==> src/rtl/pll_ctl_pkg.sv <==
package pll_ctl_pkg;
    localparam int WORD_W   = 32;
    localparam int EN_BIT   = 0;
    localparam int RST_BIT  = 1;
    localparam int NR_LSB   = 2;
    localparam int NR_W     = 6;
    localparam int NF_LSB   = 8;
    localparam int NF_W     = 13;
    localparam int OD_LSB   = 21;
    localparam int OD_W     = 4;
    localparam int BYP_BIT  = 30;
    localparam int LCK_BIT  = 31;
    localparam int BW_LSB   = 3;
    localparam int BW_W     = 12;

    typedef enum logic [1:0] {
        ST_OFF,
        ST_ACQUIRE,
        ST_LOCKED,
        ST_STALE
    } lock_state_e;

    typedef struct packed {
        logic [OD_W-1:0] od;
        logic [NF_W-1:0] nf;
        logic [NR_W-1:0] nr;
    } div_set_t;
endpackage

==> src/rtl/pll_ctl_regs.sv <==
module pll_ctl_regs
    import pll_ctl_pkg::*;
#(
    parameter int ADDR_W         = 4,
    parameter bit GATED_RECONFIG = 1'b0
) (
    input  logic                clk,
    input  logic                rst_n,
    input  logic                req_valid,
    input  logic                req_write,
    input  logic [ADDR_W-1:0]   req_addr,
    input  logic [WORD_W-1:0]   req_wdata,
    output logic                en_q,
    output logic                en_d,
    output logic                byp_q,
    output div_set_t            div_q,
    output div_set_t            div_d,
    output logic [BW_W-1:0]     bw_q,
    output logic                rst_pulse_q,
    output logic                evt_en_rise,
    output logic                evt_en_fall,
    output logic                evt_relock,
    output logic                evt_retune
);
    localparam int IDX_W = ADDR_W - 2;

    logic [IDX_W-1:0] word_idx;
    logic             aligned;
    logic             wr_ctrl;
    logic             wr_bw;
    logic             div_ok;
    div_set_t         div_wr;
    logic             unused_wbits;

    assign word_idx = req_addr[ADDR_W-1:2];
    assign aligned  = (req_addr[1:0] == 2'b00);
    assign wr_ctrl  = req_valid && req_write && aligned && (word_idx == IDX_W'(0));
    assign wr_bw    = req_valid && req_write && aligned && (word_idx == IDX_W'(1));

    assign div_wr.od = req_wdata[OD_LSB +: OD_W];
    assign div_wr.nf = req_wdata[NF_LSB +: NF_W];
    assign div_wr.nr = req_wdata[NR_LSB +: NR_W];

    // Retune rule: gated variant accepts factors only when the write leaves enable clear.
    generate
        if (GATED_RECONFIG) begin : g_gated
            assign div_ok = !req_wdata[EN_BIT];
        end else begin : g_live
            assign div_ok = 1'b1;
        end
    endgenerate

    always_comb begin
        en_d        = wr_ctrl ? req_wdata[EN_BIT] : en_q;
        div_d       = (wr_ctrl && div_ok) ? div_wr : div_q;
        evt_en_rise = wr_ctrl && req_wdata[EN_BIT] && !en_q;
        evt_en_fall = wr_ctrl && !req_wdata[EN_BIT] && en_q;
        evt_relock  = wr_ctrl && req_wdata[RST_BIT];
        evt_retune  = wr_ctrl && en_q && en_d && (div_d != div_q);
    end

    always_ff @(posedge clk or negedge rst_n) begin
        if (!rst_n) begin
            en_q        <= 1'b0;
            byp_q       <= 1'b0;
            div_q       <= '0;
            bw_q        <= '0;
            rst_pulse_q <= 1'b0;
        end else begin
            en_q        <= en_d;
            div_q       <= div_d;
            rst_pulse_q <= evt_relock;
            if (wr_ctrl) byp_q <= req_wdata[BYP_BIT];
            if (wr_bw)   bw_q  <= req_wdata[BW_LSB +: BW_W];
        end
    end

    assign unused_wbits = ^{req_wdata[29:25], req_wdata[31]};
endmodule

==> src/rtl/pll_ctl_lock_fsm.sv <==
module pll_ctl_lock_fsm
    import pll_ctl_pkg::*;
#(
    parameter int LOCK_SCALE = 500
) (
    input  logic            clk,
    input  logic            rst_n,
    input  logic            evt_en_rise,
    input  logic            evt_en_fall,
    input  logic            evt_relock,
    input  logic            evt_retune,
    input  logic            en_d,
    input  logic [NR_W-1:0] nr_next,
    input  logic            byp,
    output logic            locked
);
    localparam int CNT_W = $clog2(LOCK_SCALE * (2 ** NR_W) + 1);
    localparam logic [CNT_W-1:0] SCALE = CNT_W'(LOCK_SCALE);

    lock_state_e      state_q, state_d;
    logic [CNT_W-1:0] cnt_q;
    logic [CNT_W-1:0] load_val;
    logic             go_acq;

    assign go_acq   = en_d && (evt_en_rise || evt_relock);
    assign load_val = SCALE * (CNT_W'(nr_next) + CNT_W'(1)) - CNT_W'(1);

    // State register
    always_ff @(posedge clk or negedge rst_n) begin
        if (!rst_n) state_q <= ST_OFF;
        else        state_q <= state_d;
    end

    // Transitions: start, settle, retune, relock, shutdown
    always_comb begin
        state_d = state_q;
        unique case (state_q)
            ST_OFF: begin
                if (go_acq) state_d = ST_ACQUIRE;
            end
            ST_ACQUIRE: begin
                if (evt_en_fall)          state_d = ST_OFF;
                else if (go_acq)          state_d = ST_ACQUIRE;
                else if (evt_retune)      state_d = ST_STALE;
                else if (cnt_q == '0)     state_d = ST_LOCKED;
            end
            ST_LOCKED: begin
                if (evt_en_fall)          state_d = ST_OFF;
                else if (go_acq)          state_d = ST_ACQUIRE;
                else if (evt_retune)      state_d = ST_STALE;
            end
            ST_STALE: begin
                if (evt_en_fall)          state_d = ST_OFF;
                else if (go_acq)          state_d = ST_ACQUIRE;
            end
            default: state_d = ST_OFF;
        endcase
    end

    // Lock-wait counter
    always_ff @(posedge clk or negedge rst_n) begin
        if (!rst_n) begin
            cnt_q <= '0;
        end else if (go_acq) begin
            cnt_q <= load_val;
        end else if (state_q == ST_ACQUIRE && cnt_q != '0) begin
            cnt_q <= cnt_q - CNT_W'(1);
        end
    end

    // Outputs
    always_comb begin
        locked = byp || (state_q == ST_LOCKED);
    end
endmodule

==> src/rtl/pll_ctl_rdport.sv <==
module pll_ctl_rdport
    import pll_ctl_pkg::*;
#(
    parameter int ADDR_W = 4
) (
    input  logic              clk,
    input  logic              rst_n,
    input  logic              req_valid,
    input  logic              req_write,
    input  logic [ADDR_W-1:0] req_addr,
    input  logic              en_q,
    input  logic              byp_q,
    input  div_set_t          div_q,
    input  logic [BW_W-1:0]   bw_q,
    input  logic              locked,
    output logic              rd_valid,
    output logic [WORD_W-1:0] rd_data
);
    localparam int IDX_W = ADDR_W - 2;

    logic [IDX_W-1:0]  word_idx;
    logic [WORD_W-1:0] ctrl_word;
    logic [WORD_W-1:0] bw_word;
    logic [WORD_W-1:0] sel_word;

    assign word_idx = req_addr[ADDR_W-1:2];

    always_comb begin
        ctrl_word                       = '0;
        ctrl_word[EN_BIT]               = en_q;
        ctrl_word[NR_LSB +: NR_W]       = div_q.nr;
        ctrl_word[NF_LSB +: NF_W]       = div_q.nf;
        ctrl_word[OD_LSB +: OD_W]       = div_q.od;
        ctrl_word[BYP_BIT]              = byp_q;
        ctrl_word[LCK_BIT]              = locked;
        bw_word                         = '0;
        bw_word[BW_LSB +: BW_W]         = bw_q;
        sel_word                        = '0;
        if (req_addr[1:0] == 2'b00) begin
            if (word_idx == IDX_W'(0))      sel_word = ctrl_word;
            else if (word_idx == IDX_W'(1)) sel_word = bw_word;
        end
    end

    always_ff @(posedge clk or negedge rst_n) begin
        if (!rst_n) begin
            rd_valid <= 1'b0;
            rd_data  <= '0;
        end else begin
            rd_valid <= req_valid && !req_write;
            if (req_valid && !req_write) rd_data <= sel_word;
        end
    end
endmodule

==> src/rtl/pll_ctl_top.sv <==
module pll_ctl_top
    import pll_ctl_pkg::*;
#(
    parameter int ADDR_W         = 4,
    parameter int LOCK_SCALE     = 500,
    parameter bit GATED_RECONFIG = 1'b0
) (
    input  logic              clk,
    input  logic              rst_n,
    input  logic              req_valid,
    input  logic              req_write,
    input  logic [ADDR_W-1:0] req_addr,
    input  logic [31:0]       req_wdata,
    output logic              rd_valid,
    output logic [31:0]       rd_data,
    output logic              pll_en,
    output logic              pll_rst,
    output logic [5:0]        ref_div,
    output logic [12:0]       fb_mul,
    output logic [3:0]        out_div,
    output logic [11:0]       bw_adj,
    output logic              clk_sel_ref,
    output logic              locked
);
    logic      en_q, en_d, byp_q, rst_pulse_q;
    logic      evt_en_rise, evt_en_fall, evt_relock, evt_retune;
    div_set_t  div_q, div_d;
    logic [BW_W-1:0] bw_q;

    pll_ctl_regs #(
        .ADDR_W         (ADDR_W),
        .GATED_RECONFIG (GATED_RECONFIG)
    ) u_regs (
        .clk         (clk),
        .rst_n       (rst_n),
        .req_valid   (req_valid),
        .req_write   (req_write),
        .req_addr    (req_addr),
        .req_wdata   (req_wdata),
        .en_q        (en_q),
        .en_d        (en_d),
        .byp_q       (byp_q),
        .div_q       (div_q),
        .div_d       (div_d),
        .bw_q        (bw_q),
        .rst_pulse_q (rst_pulse_q),
        .evt_en_rise (evt_en_rise),
        .evt_en_fall (evt_en_fall),
        .evt_relock  (evt_relock),
        .evt_retune  (evt_retune)
    );

    pll_ctl_lock_fsm #(
        .LOCK_SCALE (LOCK_SCALE)
    ) u_fsm (
        .clk         (clk),
        .rst_n       (rst_n),
        .evt_en_rise (evt_en_rise),
        .evt_en_fall (evt_en_fall),
        .evt_relock  (evt_relock),
        .evt_retune  (evt_retune),
        .en_d        (en_d),
        .nr_next     (div_d.nr),
        .byp         (byp_q),
        .locked      (locked)
    );

    pll_ctl_rdport #(
        .ADDR_W (ADDR_W)
    ) u_rd (
        .clk       (clk),
        .rst_n     (rst_n),
        .req_valid (req_valid),
        .req_write (req_write),
        .req_addr  (req_addr),
        .en_q      (en_q),
        .byp_q     (byp_q),
        .div_q     (div_q),
        .bw_q      (bw_q),
        .locked    (locked),
        .rd_valid  (rd_valid),
        .rd_data   (rd_data)
    );

    assign pll_en      = en_q;
    assign pll_rst     = rst_pulse_q;
    assign ref_div     = div_q.nr;
    assign fb_mul      = div_q.nf;
    assign out_div     = div_q.od;
    assign bw_adj      = bw_q;
    assign clk_sel_ref = byp_q;
endmodule

==> config.mk <==
export PLATFORM = sky130hd
export DESIGN_NAME = pll_ctl_top
export DESIGN_NICKNAME = d
export VERILOG_FILES = /design/src/rtl/pll_ctl_pkg.sv /design/src/rtl/pll_ctl_regs.sv /design/src/rtl/pll_ctl_lock_fsm.sv /design/src/rtl/pll_ctl_rdport.sv /design/src/rtl/pll_ctl_top.sv
export SDC_FILE = /design/constraint.sdc
export NUM_CORES = 1
export LEC_CHECK = 0
export BUFFER_PORTS_ARGS = -buffer_cell sky130_fd_sc_hd__buf_4
export CAP_MARGIN = 15
export CORE_AREA = 3 3 110 112
export DETAILED_ROUTE_END_ITERATION = 6
export DIE_AREA = 0 0 113 115
export PLACE_DENSITY = 0.75
export SETUP_SLACK_MARGIN = 0.15
export SYNTH_ARGS = -nofsm -noshare
export SYNTH_HDL_FRONTEND = slang
export SYNTH_SLANG_ARGS = --single-unit
export TNS_END_PERCENT = 10
==> constraint.sdc <==
create_clock -name clk -period 5.95 [get_ports clk]
set_clock_uncertainty 0.05 [all_clocks]
set_input_delay 0.2975 -clock clk [delete_from_list [all_inputs] [get_ports clk]]
set_output_delay 0.2975 -clock clk [all_outputs]
set_load 0.01 [all_outputs]
# Word level (Yosys, flattened, before mapping)
# Cells that the tools add are included.
dict set report word_totals {
  register_bits 88
  inputBits 40
  out_inout_bits 72
  wordCells 66
}
dict set report op_classes {
  addsub 3
  n_mul 1
  eq_ne 7
  n_mux 17
  n_reduce_logical 27
}
# op count
set op_table {}
lappend op_table {{32-bit 2-to-1 mux} 2}
lappend op_table {{15-bit 2-to-1 mux} 3}
lappend op_table {{15-bit by 1-bit subtractor with 15-bit output (second input constant)} 2}
lappend op_table {{23-bit 2-to-1 mux} 1}
lappend op_table {{23-bit inequality test} 1}
lappend op_table {{2-bit 2-to-1 mux} 9}
lappend op_table {{1-bit logical AND} 15}
lappend op_table {{15-bit zero test} 1}
lappend op_table {{7-bit by 15-bit multiplier with 13-bit output (first input constant)} 1}
lappend op_table {{15-bit nonzero test} 1}
lappend op_table {{2-bit one-hot mux with 4 select lines} 1}
lappend op_table {{6-bit by 1-bit adder with 7-bit output (second input constant)} 1}
lappend op_table {{2-bit zero test} 3}
lappend op_table {{5-bit by 3-bit inequality test with 1-bit output (second input constant)} 1}
lappend op_table {{2-bit by 1-bit == test with 1-bit output (second input constant)} 2}
lappend op_table {{2-bit == test (second input constant)} 2}
lappend op_table {{4-bit by 3-bit inequality test with 1-bit output (second input constant)} 1}
lappend op_table {{1-bit zero test} 3}
lappend op_table {{1-bit logical OR} 2}
lappend op_table {{2-bit AND reduction} 1}
lappend op_table {{2-bit nonzero test} 1}
lappend op_table {{1-bit 2-to-1 mux} 1}

# Longest topological paths before layout
dict set report logic_depth {
  depth_word 10
  mapped_depth 26
}

# Cells and area by module
# From an unflattened synthesis, not the netlist that was laid out.
dict set report hier_totals {
  cells_unflattened 469
  hier_area_um2 5246.3
}
# mod instances cells_each area_per_inst_um2
set by_module_without_submodules {}
lappend by_module_without_submodules {pll_ctl_lock_fsm 1 253 2328.5}
lappend by_module_without_submodules {pll_ctl_regs 1 120 1754.2}
lappend by_module_without_submodules {pll_ctl_rdport 1 96 1163.6}

# Worst setup path before layout
# OpenSTA, ideal clock, no wires.
dict set report synth_path {
  path_kind {input to register}
  startpoint {input req_addr[0]}
  endpoint {register u_fsm.cnt_q[14]}
  setup_time_ps 135
  arrival_time_ps 5980
  required_time_ps 5765
  slack_ps -215
  path_stages 24
  path_buffers 3
  path_cell_list {nand4bb_2 -> o21ai_2 -> and2_1 -> inv_1 -> ha_1 -> buf_2 -> nand2b_1 -> a211oi_1 -> or2_2 -> clkbuf_1 -> inv_1 -> fa_1 -> fa_1 -> inv_1 -> fa_1 -> ha_1 -> ha_1 -> clkbuf_1 -> nor4b_1 -> a2111oi_1 -> o311ai_4 -> nor4b_2 -> xnor2_1 -> o21ai_1}
}
# element line
set synth_lines {}
lappend synth_lines {{start: declaration} pll_ctl_top.sv:12} ;# input logic [ADDR_W-1:0] req_addr,
lappend synth_lines {{end signal: assignment} pll_ctl_lock_fsm.sv:65} ;# cnt_q <= load_val;
lappend synth_lines {{end signal: assignment} pll_ctl_lock_fsm.sv:67} ;# cnt_q <= cnt_q - CNT_W'(1);
lappend synth_lines {{end: declaration} pll_ctl_lock_fsm.sv:21} ;# logic [CNT_W-1:0] cnt_q;

==> flow_metrics.env <==
export IMPL_status="completed"
export IMPL_yosys_area_share_simple_pct=17.3
export IMPL_cts_htree_levels=3
export IMPL_synth_enable_flop_cells=0
export IMPL_slew_headroom_pct=32.3
export IMPL_die_area_um2=13000
export IMPL_synth_compound_area_share_pct=13.8
export IMPL_clock_sinks=82
export IMPL_cts_tree="done"
export IMPL_grt_usage_pct=21.7
export IMPL_antenna_found_initial=0
export IMPL_cts_max_path_buffers=2
export IMPL_dpl_cell_area_um2=6630
export IMPL_seqPwrFrac_pct=19.9
export IMPL_grt_max_degree=83
export IMPL_drv_slew=0
export IMPL_critPathSlowestCell="fa_2"
export IMPL_ant_nets=0
export IMPL_cts_buffers=9
export IMPL_coreArea_um2=11300
export IMPL_drive_gt1_share_pct=28.7
export IMPL_hp_class="in -> async"
export IMPL_fmax_ghz=0.182
export IMPL_ctsHoldBuffers=0
export IMPL_postLayoutCellArea_um2=6950
export IMPL_yosys_warnings=0
export IMPL_synth_xor_area_share_pct=9.76
export IMPL_gp_congestion=0.874
export IMPL_cp_end_kind="flop"
export IMPL_synthArstFlopShare_pct=100
export IMPL_finalHoldViolations=0
export IMPL_place_inst=787
export IMPL_p_per_area_nw_per_um2=559
export IMPL_finalCritPeriodShare_pct=92.6
export IMPL_worstSetupPathType="in -> reg"
export IMPL_clk_insertion_delay_late_ns=0.34
export IMPL_synth_ff_type="dfrtp_1"
export IMPL_syn_inst=552
export IMPL_crit_arrival_ns=5.64
export IMPL_root_buffer="clkbuf_16"
export IMPL_layout_cells_non_filler=804
export IMPL_grt_setup_unrepaired="false"
export IMPL_p_leak_nw=3.46
export IMPL_vias=4446
export IMPL_cp_num_buf_inv=4
export IMPL_switching_share_pct=42.7
export IMPL_clkSlewWorstSetupHoldPaths_ns=0.06
export IMPL_power_mw=3.89
export IMPL_synth_adder_area_share_pct=12.5
export IMPL_period_needed_ns=5.51
export IMPL_drc=0
export IMPL_synth_area_um2=5570
export IMPL_tightest_slew_ns=1.02
export IMPL_synth_top_family_by_area="simple AND/OR/NAND/NOR gates"
export IMPL_fin_util_pct=61.4
export IMPL_vias_per_cell=5.53
export IMPL_setup_viol=0
export IMPL_clkPwrFrac_pct=12.9
export IMPL_drt_total_wl_um=13400
export IMPL_area_growth_pct=24.9
export IMPL_synthMuxAreaShare_pct=4.34
export IMPL_critical_path_cell_chain="buf_4, nand4bb_2, o21ai_2, and2_4, inv_1, ha_4, nand2b_1, a211oi_2, or2_4, inv_1, fa_1, fa_1, inv_1, fa_2, ha_4, ha_4, and2_1, a32oi_2, a221o_1, and4bb_2, nor4b_4, xnor2_1, o21ai_1"
export IMPL_cp_slowest_stage_delay_ns=0.55
export IMPL_grt_ovfl_total=0
export IMPL_die_w_um=113
export IMPL_start_util_pct=49.2
export IMPL_hold_ws_ns=0.0736
export IMPL_dp_final_hpwl_um=10200
export IMPL_internal_power_mw=2.23
export IMPL_synth_top_area_cell="dfrtp_1"
export IMPL_cap_violations=0
export IMPL_grt_pass1_wl_um=22600
export IMPL_drt_first_iter_violations=318
export IMPL_pin_count=112
export IMPL_synth_yosys_seq_area_share_pct=36.9
export IMPL_yosys_top_cells_count="dfrtp_1, nand2_1, inv_1"
export IMPL_grt_pass1_vias=4525
export IMPL_ir_worst_vdd_mv=0.587
export IMPL_worst_setup_path_start_kind="input pin"
export IMPL_post_synth_top_area_fraction_pct=36.9
export IMPL_crit_family="adder cells"
export IMPL_synthDistinctLibCells=76
export IMPL_post_drt_wl_per_cell_um=16.7
export IMPL_crit_required_ns=6.09
export IMPL_rows=39
export IMPL_synth_seq_cells=82
export IMPL_syn_avg_cell_area_um2=10.1
export IMPL_drt_pass1_iter_count=5
export IMPL_combPwrFrac_pct=67.2
export IMPL_netlist_top_cells_area="dfrtp_1, ha_1, xnor2_1"
export IMPL_port_buffers=99
export IMPL_final_nets=745
export IMPL_p_sw_mw=1.66
export IMPL_path_max_fanout=8
export IMPL_synth_most_common_cell="dfrtp_1"
export IMPL_antenna_cells=0
export IMPL_die_h_um=115
[state kept, by name, summed over array words and instances, names as in the netlist]
signal and count:
u_regs.div_q 23, u_rd.rd_data 26, u_fsm.state_q 2, u_rd.rd_valid 1
u_regs.en_q 1, u_regs.byp_q 1, u_fsm.cnt_q 15, u_regs.rst_pulse_q 1
u_regs.bw_q 12
[final timing paths]
path / slack [ns] / start / end / cells past startpoint
min in group clk: 0.10 / req_wdata[30] / u_regs.byp_q / 3
worst max register to register: 0.45 / u_regs.div_q[0] / u_fsm.cnt_q[14] / 21
worst min-delay path: 0.07 / rst_n / u_regs.div_q[21] / 1
max in group asynchronous: 5.06 / rst_n / u_regs.div_q[0] / 1
worst max-delay path: 0.44 / req_addr[0] / u_fsm.cnt_q[14] / 23
worst min register to register: 0.46 / u_rd.rd_data[7] / u_rd.rd_data[7] / 2
[layer usage]
| layer | wire length [um] | GRT usage [%] | part of all wire (%) |
|---|---|---|---|
| met2 | 6730 | 37.0 | 50 |
| met3 | 665 | 3.53 | 5.0 |
| met4 | 263 | 7.77 | 2.0 |
| met5 | 0 | 0 | 0 |
| met1 | 5740 | 28.1 | 43 |
[worst register-to-register path, stage by stage (launching register included)]
cell and delay [ns]:
dfrtp_2 0.46, o21ai_2 0.12, and2_4 0.24, inv_1 0.13, ha_4 0.21, nand2b_1 0.15
a211oi_2 0.26, or2_4 0.20, inv_1 0.08, fa_1 0.48, fa_1 0.53, inv_1 0.06
fa_2 0.55, ha_4 0.20, ha_4 0.26, and2_1 0.15, a32oi_2 0.24, a221o_1 0.23
and4bb_2 0.27, nor4b_4 0.20, xnor2_1 0.17, o21ai_1 0.08
[cell usage in the layout (no fill, tap or decap), types with 12 or more instances in the layout]
cell type	netlist	routed
buf_4	6	114
dfrtp_1	82	81
nand2_1	77	77
inv_1	48	47
xnor2_1	36	35
ha_1	35	29
xor2_1	21	20
nor2_1	17	17
a21oi_1	15	14
a22o_1	14	14
a222oi_1	12	12
mux2_2	12	12
fa_1	13	12
[logic make-up (layout without fill, tap and decap cells)]
group,Yosys count,count (layout)
multiplexers,21,21
buffers and inverters,73,177
other,1,6
AND/OR/NAND/NOR,176,176
XOR/XNOR,59,59
flip-flops,82,82
AO/OA/AOI/OAI,92,92
adder cells (fa/ha/maj),48,48
[per-stage QoR]
| step | setup WS [ns] | TNS, ns |
|---|---|---|
| 2_1_floorplan | 0.144 | 0 |
| 3_5_place_dp | -0.0280 | -0.0280 |
| 5_1_grt | 0.156 | 0 |
| 4_1_cts | 0.284 | 0 |
| 6_report | 0.441 | 0 |
| 3_3_place_gp | 0.0905 | 0 |
[power by group through the flow]
| stage | Clock (mW) | Sequential (mW) | Combinational, mW |
|---|---|---|---|
| after CTS | 0.511 | 0.773 | 2.45 |
| after global placement | 0 | 0.773 | 2.36 |
| after detailed placement | 0 | 0.782 | 2.43 |
| after global routing | 0.533 | 0.791 | 2.91 |
| final | 0.501 | 0.776 | 2.61 |
| after floorplan | 0 | 0.781 | 1.93 |
[layout make-up]
class,instances,area (um2)
Clock buffer,11,233
Clock inverter,4,30.0
Fill cell,954,4370
Inverter,48,180
Multi-Input combinational cell,402,3420
Sequential cell,82,2050
Tap cell,143,179
Timing Repair Buffer,114,856
[what timing repair did]
action / in CTS / in global routing
setup endpoints to repair: 0 / 4
resized for setup: 0 / 9
buffers inserted: 0 / 2
Power figures use the tool's default switching activity.
